==> src/rtl/quad_io_pkg.sv <==
package quad_io_pkg;

  typedef enum logic [1:0] {
    OP_DIR = 2'b00,
    OP_LAT = 2'b01,
    OP_SET = 2'b10,
    OP_CLR = 2'b11
  } portOp_e;

  typedef struct packed {
    logic forceIn;  // all pins forced to input, direction clears
    logic gateIn;   // input buffers gated off
    logic ldDir;
    logic ldLatch;
    logic rmwSet;
    logic rmwClr;
  } portCtl_t;

endpackage

==> src/rtl/quad_io_ctrl.sv <==
module quad_io_ctrl
  import quad_io_pkg::*;
#(
  parameter bit GateExempt = 1'b0
) (
  input  logic       clk,
  input  logic       rstPorN,
  input  logic       ceReset,
  input  logic       clkStop,
  input  logic       halt,
  input  logic       wrEn,
  input  logic [1:0] wrOp,
  output portCtl_t   ctl
);

  logic    wrAllowed;
  portOp_e opCode;

  assign opCode    = portOp_e'(wrOp);
  assign wrAllowed = wrEn && !ceReset && !clkStop && !halt;

  always_comb begin
    ctl         = '0;
    ctl.forceIn = ceReset | clkStop;
    ctl.gateIn  = clkStop & ~GateExempt;
    if (wrAllowed) begin
      unique case (opCode)
        OP_DIR: ctl.ldDir   = 1'b1;
        OP_LAT: ctl.ldLatch = 1'b1;
        OP_SET: ctl.rmwSet  = 1'b1;
        OP_CLR: ctl.rmwClr  = 1'b1;
        default: ;
      endcase
    end
  end

  // no write strobe leaves control while halted
  a_r8_halt_blocks_writes: assert property (@(posedge clk) disable iff (!rstPorN)
    halt |-> !(ctl.ldDir || ctl.ldLatch || ctl.rmwSet || ctl.rmwClr));

  // at most one strobe, and none while forced to input
  a_r6_forced_no_writes: assert property (@(posedge clk) disable iff (!rstPorN)
    (ceReset || clkStop) |-> !(ctl.ldDir || ctl.ldLatch || ctl.rmwSet || ctl.rmwClr));

  a_r2_single_strobe: assert property (@(posedge clk) disable iff (!rstPorN)
    $onehot0({ctl.ldDir, ctl.ldLatch, ctl.rmwSet, ctl.rmwClr}));

endmodule

==> src/rtl/quad_io_dp.sv <==
module quad_io_dp
  import quad_io_pkg::*;
#(
  parameter int              Width        = 4,
  parameter int              SyncDepth    = 2,
  parameter logic [Width-1:0] PowerOnLatch = 4'b1010,
  localparam int             IdxW         = (Width > 1) ? $clog2(Width) : 1
) (
  input  logic             clk,
  input  logic             rstPorN,
  input  portCtl_t         ctl,
  input  logic [Width-1:0] wrData,
  input  logic [IdxW-1:0]  bitSel,
  input  logic [Width-1:0] padIn,
  output logic [Width-1:0] rdData,
  output logic [Width-1:0] dirQ,
  output logic [Width-1:0] latchQ
);

  logic [Width-1:0] syncQ [SyncDepth];
  logic [Width-1:0] bitMask;
  logic [Width-1:0] pinRead;

  // input synchronizer chain
  for (genvar s = 0; s < SyncDepth; s++) begin : g_sync
    if (s == 0) begin : g_first
      always_ff @(posedge clk or negedge rstPorN) begin
        if (!rstPorN) syncQ[0] <= '0;
        else          syncQ[0] <= padIn;
      end
    end else begin : g_next
      always_ff @(posedge clk or negedge rstPorN) begin
        if (!rstPorN) syncQ[s] <= '0;
        else          syncQ[s] <= syncQ[s-1];
      end
    end
  end

  assign pinRead = ctl.gateIn ? '0 : syncQ[SyncDepth-1];
  assign rdData  = pinRead;
  assign bitMask = Width'(1) << bitSel;

  always_ff @(posedge clk or negedge rstPorN) begin
    if (!rstPorN) begin
      dirQ <= '0;
    end else if (ctl.forceIn) begin
      dirQ <= '0;
    end else if (ctl.ldDir) begin
      dirQ <= wrData;
    end
  end

  always_ff @(posedge clk or negedge rstPorN) begin
    if (!rstPorN) begin
      latchQ <= PowerOnLatch;
    end else if (ctl.ldLatch) begin
      latchQ <= wrData;
    end else if (ctl.rmwSet) begin
      latchQ <= pinRead | bitMask;
    end else if (ctl.rmwClr) begin
      latchQ <= pinRead & ~bitMask;
    end
  end

  // forced input clears direction at the next edge
  a_r6_dir_cleared: assert property (@(posedge clk) disable iff (!rstPorN)
    ctl.forceIn |=> (dirQ == '0));

  // latch moves only on a latch-changing strobe
  a_r3_latch_hold: assert property (@(posedge clk) disable iff (!rstPorN)
    !(ctl.ldLatch || ctl.rmwSet || ctl.rmwClr) |=> $stable(latchQ));

  // targeted bit ends up high after a set
  a_r4_set_bit: assert property (@(posedge clk) disable iff (!rstPorN)
    ctl.rmwSet |=> latchQ[$past(bitSel)]);

  // targeted bit ends up low after a clear
  a_r5_clr_bit: assert property (@(posedge clk) disable iff (!rstPorN)
    ctl.rmwClr |=> !latchQ[$past(bitSel)]);

  // gated buffers read as zero
  a_r7_gated_zero: assert property (@(posedge clk) disable iff (!rstPorN)
    ctl.gateIn |-> (rdData == '0));

endmodule

==> src/rtl/quad_io_port.sv <==
module quad_io_port
  import quad_io_pkg::*;
#(
  parameter int              Width        = 4,
  parameter int              SyncDepth    = 2,
  parameter logic [Width-1:0] PowerOnLatch = 4'b1010,
  parameter bit              GateExempt   = 1'b0,
  localparam int             IdxW         = (Width > 1) ? $clog2(Width) : 1
) (
  input  logic             clk,
  input  logic             rstPorN,
  input  logic             ceReset,
  input  logic             clkStop,
  input  logic             halt,
  input  logic             wrEn,
  input  logic [1:0]       wrOp,
  input  logic [Width-1:0] wrData,
  input  logic [IdxW-1:0]  bitSel,
  output logic [Width-1:0] rdData,
  input  logic [Width-1:0] padIn,
  output logic [Width-1:0] padOut,
  output logic [Width-1:0] padOe
);

  portCtl_t         ctl;
  logic [Width-1:0] dirQ;
  logic [Width-1:0] latchQ;

  quad_io_ctrl #(.GateExempt(GateExempt)) u_ctrl (
    .clk     (clk),
    .rstPorN (rstPorN),
    .ceReset (ceReset),
    .clkStop (clkStop),
    .halt    (halt),
    .wrEn    (wrEn),
    .wrOp    (wrOp),
    .ctl     (ctl)
  );

  quad_io_dp #(
    .Width        (Width),
    .SyncDepth    (SyncDepth),
    .PowerOnLatch (PowerOnLatch)
  ) u_dp (
    .clk     (clk),
    .rstPorN (rstPorN),
    .ctl     (ctl),
    .wrData  (wrData),
    .bitSel  (bitSel),
    .padIn   (padIn),
    .rdData  (rdData),
    .dirQ    (dirQ),
    .latchQ  (latchQ)
  );

  assign padOut = latchQ;
  assign padOe  = dirQ & ~{Width{ctl.forceIn}};

  // no pin drives during a forced-input condition
  a_r7_no_drive_forced: assert property (@(posedge clk) disable iff (!rstPorN)
    (ceReset || clkStop) |-> (padOe == '0));

  // halt keeps the pin drive unchanged
  a_r8_halt_hold: assert property (@(posedge clk) disable iff (!rstPorN)
    (halt && !ceReset && !clkStop && $past(halt && !ceReset && !clkStop))
      |-> $stable(padOe) && $stable(padOut));

endmodule

==> config.mk <==
export PLATFORM = sky130hd
export DESIGN_NAME = quad_io_port
export DESIGN_NICKNAME = d
export VERILOG_FILES = /design/src/rtl/quad_io_pkg.sv /design/src/rtl/quad_io_ctrl.sv /design/src/rtl/quad_io_dp.sv /design/src/rtl/quad_io_port.sv
export SDC_FILE = /design/constraint.sdc
export NUM_CORES = 1
export LEC_CHECK = 0
export BUFFER_PORTS_ARGS = -buffer_cell sky130_fd_sc_hd__buf_2
export CORE_MARGIN = 2
export CORE_UTILIZATION = 30
export DETAILED_ROUTE_END_ITERATION = 12
export GPL_TIMING_DRIVEN = 0
export HOLD_SLACK_MARGIN = 0.02
export PLACE_DENSITY = 0.56
export SLEW_MARGIN = 20
export SYNTH_ARGS = -nofsm -noshare
export SYNTH_HDL_FRONTEND = slang
export SYNTH_SLANG_ARGS = --single-unit
==> constraint.sdc <==
create_clock -name clk -period 2.77 [get_ports clk]
set_input_delay 0.1385 -clock clk [delete_from_list [all_inputs] [get_ports clk]]
set_output_delay 0.1385 -clock clk [all_outputs]
set_load 0.01 [all_outputs]
==> metrics.txt, run 1 <==
Critical Path RT=2.63 ns; critical path startpoint=u_dp.latchQ[1]$_DFFE_PN1P_; number of fill cells in the layout=262; final hold viol count=0; NumNets Final=121; TritonCTS clock tree=built; Area growth, synth to finish=31.44%; CP Class=flip-flop to output pin; most frequent cell after synthesis=dfrtp_1; Async S/R FF share, synth=100.0%; Top FF cell, synth=dfrtp_1; TNS Setup=0 ns; Iter 0 DRT Violations=10; Slowest Stage Delay on Critical Path=0.55 ns; hold wc startpoint=wrData[2]; Die ar.=0.003067 sq mm; worst-skew pair later-pin latency=0.28 ns; ANT nets after route=0; # diodes=0; Ports=30; FP Rows=18; routed vias=655; met1 Resource Use GR=14.35%; CP cell instances=buf_2; delay-heaviest family, CP=flip-flops; Warnings, synthesis=0; Layout Skew=0.005028 ns; CTS resizes=0; initial antenna violation count=0; dominant cell type by area after synthesis=dfrtp_1; grt total ovfl=0; peak supply drop=258.0 uV; Slew @ Worst Pin=0.4055 ns; dominant cells by area after synthesis=dfrtp_1 44%, dfstp_2 6.6%, nor3_2 6.3%; met3 Usage GRT=4.918%; Syn Area/Cell=12.00 sq um; Cell variety after synth=21; Vert. Die Dim=55.38 um; flops & latches, synth=16; critical path peak fanout=3; crit path DAT=0.96 ns; clk root buf=clkbuf_4; vias in the first global route=642; total routed wirelength=1.677 mm; Mapped Nets=84; Total Routing Usage GR=11.86%; Max Freq=909.8 MHz; routed len/inst=12.70 um; Tcrit/Tclk final=39.68%; Reg-to-Reg Start=u_dp.latchQ[1]$_DFFE_PN1P_; Slew headroom=72.85%; sequential cell area fraction in the yosys report=50.87%; Final setup viols=0; GRT busiest layer=met2; Final Critical Period=1.099 ns; TritonCTS buffer count=3; PwrDens=449.1 mW/mm^2; Starting Density=31.68%; Sink Count=16; Die W=55.38 um; Post-CTS Setup Bufs=0; RSZ-0062 raised after global routing=no; clk buf depth=2; Synth top area share=44.23%; Post-Syn Instances=66; WP buf/inv=1; largest net degree at the start of global routing=17; WHS=0.1526 ns; Detailed Routing Iterations Pass 1=4; CTS Hold Bufs=5; ratio of cells with drive above 1 in the final layout=43.14%; vias per inst=4.962; Mapped Area=792.0 sq um; Max Slew Vio Count=0; core footprint=0.002500 sq mm; grt met2 use=19.90%; H-tree levels=1; Synth top cells by count=14 x dfrtp_1, 6 x nor2b_1, 5 x and2_1, 5 x nor2_1, 5 x nor3_2; Clock transition at path regs=0.09 ns; port buffer count=27; CP Launch Type=flip-flop; first-pass GRT wire length=2.884 mm; status=finished, final reports clean; CP max-delay cell=dfstp_2; number of synthesized flops with an enable pin=0; dpl hpwl=1.282 mm; # DRC=0; leakage power=0.4667 nW; Crit. End Element=output pin; Hold Crit Class=input pin to flip-flop; number of max-cap violations=0; routability congestion estimate=0.8147
per-layer routing:
layer  part of all wire [%]  wire (um)
met1                     45        762
met2                     45        762
met3                    8.6        145
met4                   0.36          6
met5                      0          0
cells in the final DEF, fill, tap and decap left out, types with 4 or more instances in the layout:
cell / count
and2_1: 5
o32ai_1: 4
nor2_1: 5
dlygate4sd3_1: 5
nor2b_1: 6
buf_2: 29
nor3_2: 5
dfrtp_1: 14
mux2i_1: 4
a221oi_1: 4
stage by stage:
stage          instance area [sq um]  setup WS, ns  power (mW)  util [%]  std cells
2_1_floorplan                  792.0         1.714      0.3043         -         66
5_1_grt                         1041         1.620      0.4987     41.64        132
6_report                        1041         1.671      0.4676     41.64        132
4_1_cts                         1041         1.657      0.4769     41.64        132
3_3_place_gp                   964.7         1.547      0.3413     38.59        123
3_5_place_dp                   964.7         1.531      0.3435     38.59        123
cell type report:
| cell class | count | area, sq um | share of cell area, % |
|---|---|---|---|
| Multi-Input combinational cell | 46 | 364.1 | 34.98 |
| Timing Repair Buffer | 32 | 185.2 | 17.79 |
| Buffer | 3 | 21.27 | 2.043 |
| Inverter | 1 | 3.754 | 0.3606 |
| Tap cell | 30 | 37.54 | 3.606 |
| Clock buffer | 4 | 26.28 | 2.524 |
| Sequential cell | 16 | 402.9 | 38.70 |
report_power, final:
group	switching (mW)	internal, mW	total [mW]	leakage (nW)
Sequential	0.00692	0.250	0.256	0.196
Clock	0.0689	0.0559	0.125	0.0150
Combinational	0.0460	0.0404	0.0863	0.255
Total	0.122	0.346	0.468	0.467
kinds of logic after synthesis:
family | synth area share, %
and+or+nand+nor | 29.54
muxes | 5.055
DFF | 50.87
AOI/OAI and AO/OA | 11.37
buffers and inverters | 3.159
worst reg2reg max path: stages, from the launching register on:
cell,delay (ns)
dfstp_2,0.55
o32ai_1,0.08
a221oi_1,0.29
worst paths after layout:
check | endpoint | slack, ns | depth (start not counted)
max | padOut[1] | 1.67 | 1
max in group asynchronous | u_dp.latchQ[1]$_DFFE_PN1P_ | 2.17 | 2
max reg2reg | u_dp.latchQ[1]$_DFFE_PN1P_ | 1.75 | 2
min reg2reg | u_dp.syncQ[3]$_DFF_PN0_ | 0.35 | 0
min in group asynchronous | u_dp.dirQ[0]$_DFFE_PN0P_ | 0.29 | 2
min | u_dp.dirQ[2]$_DFFE_PN0P_ | 0.15 | 3
state kept, by name, summed over array words and instances (netlist names):
name and count:
u_dp.syncQ 8, u_dp.dirQ 4, u_dp.latchQ 4
(Power assumes the default switching activity.)
==> run 2: changes to the inputs <==
Clock period 2.77 ns to 1.1 ns, I/O delays scaled along.
==> run 2 against run 1 <==
  * Flip-flop and latch count stayed put
  * Combinational power rose to 2.6 times the previous value
  * Cell area grew 1.3%
  * Die area unchanged
  * Utilization up 0.55 points
==> metrics.txt, run 2 (synthesis gave the netlist of run 1 again) <==
dpl cells=123 (unchanged); Max Slew Vio Count=0 (unchanged); Clock transition at path regs=0.09 ns (about the same); NumNets Final=121 (unchanged); hold wc startpoint=wrData[0]; PwrDens=1126 mW/mm^2 (+150%); TNS Setup=0 ns (unchanged); # DRC=0 (unchanged); leakage power=0.4718 nW (+1.1%); WP buf/inv=1 (unchanged); commonest non-fill, non-tap cell in the layout=buf_2; Top reg by flops=u_dp.syncQ; Critical Path RT=1.04 ns (-1.59 ns); Slew headroom=73.04% (+0.19 points); routed vias=657 (+0.31%); placed inst area=964.7 sq um (unchanged); TritonCTS buffer count=3 (unchanged); Die ar.=0.003067 sq mm (unchanged); routed len/inst=12.64 um (-0.48%); Slowest Stage Delay on Critical Path=0.56 ns (about the same); critical path startpoint=u_dp.latchQ[1]$_DFFE_PN1P_; ANT nets after route=0 (unchanged); Starting Density=31.68% (unchanged); RSZ-0062 raised after global routing=no; pre-CTS worst setup slack=-0.05545 ns (-1.586 ns); H-tree levels=1 (unchanged); Max Freq=976.5 MHz; first-pass GRT wire length=2.884 mm (unchanged); grt total ovfl=0 (unchanged); Total Power=1.187 mW (+150%); Largest regs=u_dp.syncQ (8), u_dp.dirQ (4), u_dp.latchQ (4); Total Routing Usage GR=11.86% (unchanged); grt met2 use=19.90% (unchanged); vias in the first global route=642 (unchanged); peak supply drop=655.1 uV (+150%); final hold viol count=0 (unchanged); core footprint=0.002500 sq mm (unchanged); Hold Crit Class=input pin to flip-flop; Final Critical Period=1.024 ns; Layout Skew=0.005107 ns (+0.00007921 ns); commonest non-fill, non-tap cells in the layout=29 x buf_2, 14 x dfrtp_1, 6 x nor2b_1; Sink Count=16 (unchanged); worst-skew pair later-pin latency=0.28 ns (about the same); clk root buf=clkbuf_4; met1 Resource Use GR=14.35% (unchanged); Crit. End Element=output pin; Die W=55.38 um (unchanged); crit path DAT=0.97 ns (about the same); initial antenna violation count=0 (unchanged); ratio of cells with drive above 1 in the final layout=45.10% (+2.0 points); Detailed Routing Iterations Pass 1=4 (unchanged); vias per inst=4.977 (+0.31%); met3 Usage GRT=4.918% (unchanged); Ports=30 (unchanged); number of max-cap violations=0 (unchanged); Vert. Die Dim=55.38 um (unchanged); critical path peak fanout=3 (unchanged); utilization after layout=42.19% (+0.55 points); CP max-delay cell=dfstp_2; FP Rows=18 (unchanged); routability congestion estimate=0.8147 (unchanged); CP cell instances=buf_2; Area growth, synth to finish=33.18%; Largest register FFs=8 (unchanged); dpl hpwl=1.282 mm (unchanged); Iter 0 DRT Violations=9 (-1); CP Launch Type=flip-flop; delay-heaviest family, CP=flip-flops; WHS=0.06559 ns (-0.08702 ns); Post-CTS Setup Bufs=0 (unchanged); status=finished, final reports clean; total routed wirelength=1.669 mm (-0.48%); Tcrit/Tclk final=93.10%; CP Class=flip-flop to output pin; # diodes=0 (unchanged); clk buf depth=2 (unchanged); GRT busiest layer=met2; Post-Layout Cell Count=132 (unchanged); min setup slack post-route=0.07591 ns (-1.595 ns); largest net degree at the start of global routing=17 (unchanged); port buffer count=27 (unchanged); Reg-to-Reg Start=u_dp.latchQ[3]$_DFFE_PN1P_; Slew @ Worst Pin=0.4027 ns (-0.002788 ns); Final setup viols=0 (unchanged); Final Instance Area=0.001055 sq mm (+1.3%); TritonCTS clock tree=built
## run 2: timing repair
action / 4_1_cts / 5_1_grt
resized for setup: 0 / 2
endpoints found under the hold margin: 20 / 0
hold buffers: 5 / 0
endpoints found under the setup margin: 0 / 1
## run 2: final timing paths
kind / to / slack, ns / depth (start not counted)
min reg2reg: u_dp.syncQ[3]$_DFF_PN0_ / 0.35 / 0
min in group asynchronous: u_dp.dirQ[0]$_DFFE_PN0P_ / 0.21 / 2
max: padOut[1] / 0.08 / 1
min: u_dp.dirQ[0]$_DFFE_PN0P_ / 0.07 / 3
max reg2reg: u_dp.latchQ[3]$_DFFE_PN1P_ / 0.10 / 2
max in group asynchronous: u_dp.latchQ[1]$_DFFE_PN1P_ / 0.59 / 2
## run 2: worst register-to-register path, cell delays in order (launching register included)
cell,delay [ns]
dfstp_2,0.55
o32ai_1,0.08
a221oi_1,0.29
## run 2: layout make-up
type	count	area (sq um)
fillers	261	1445
flip-flops and latches	16	402.9
multi-input cells	46	377.9
repair buffers	32	185.2
well taps	30	37.54
clock buffers	4	26.28
plain buffers	3	21.27
inverters	1	3.754
## run 2: report_power, final
group	internal (mW)	total (mW)	switching, mW
clock	0.141	0.316	0.175
combinational	0.105	0.225	0.120
sequential	0.629	0.647	0.0180
total	0.874	1.19	0.313
## run 2: routing by layer
metal,wire (um),vias to the layer above
met1,764,314
met3,128,2
met5,0,-
met4,7,0
met2,768,27
li1,-,314
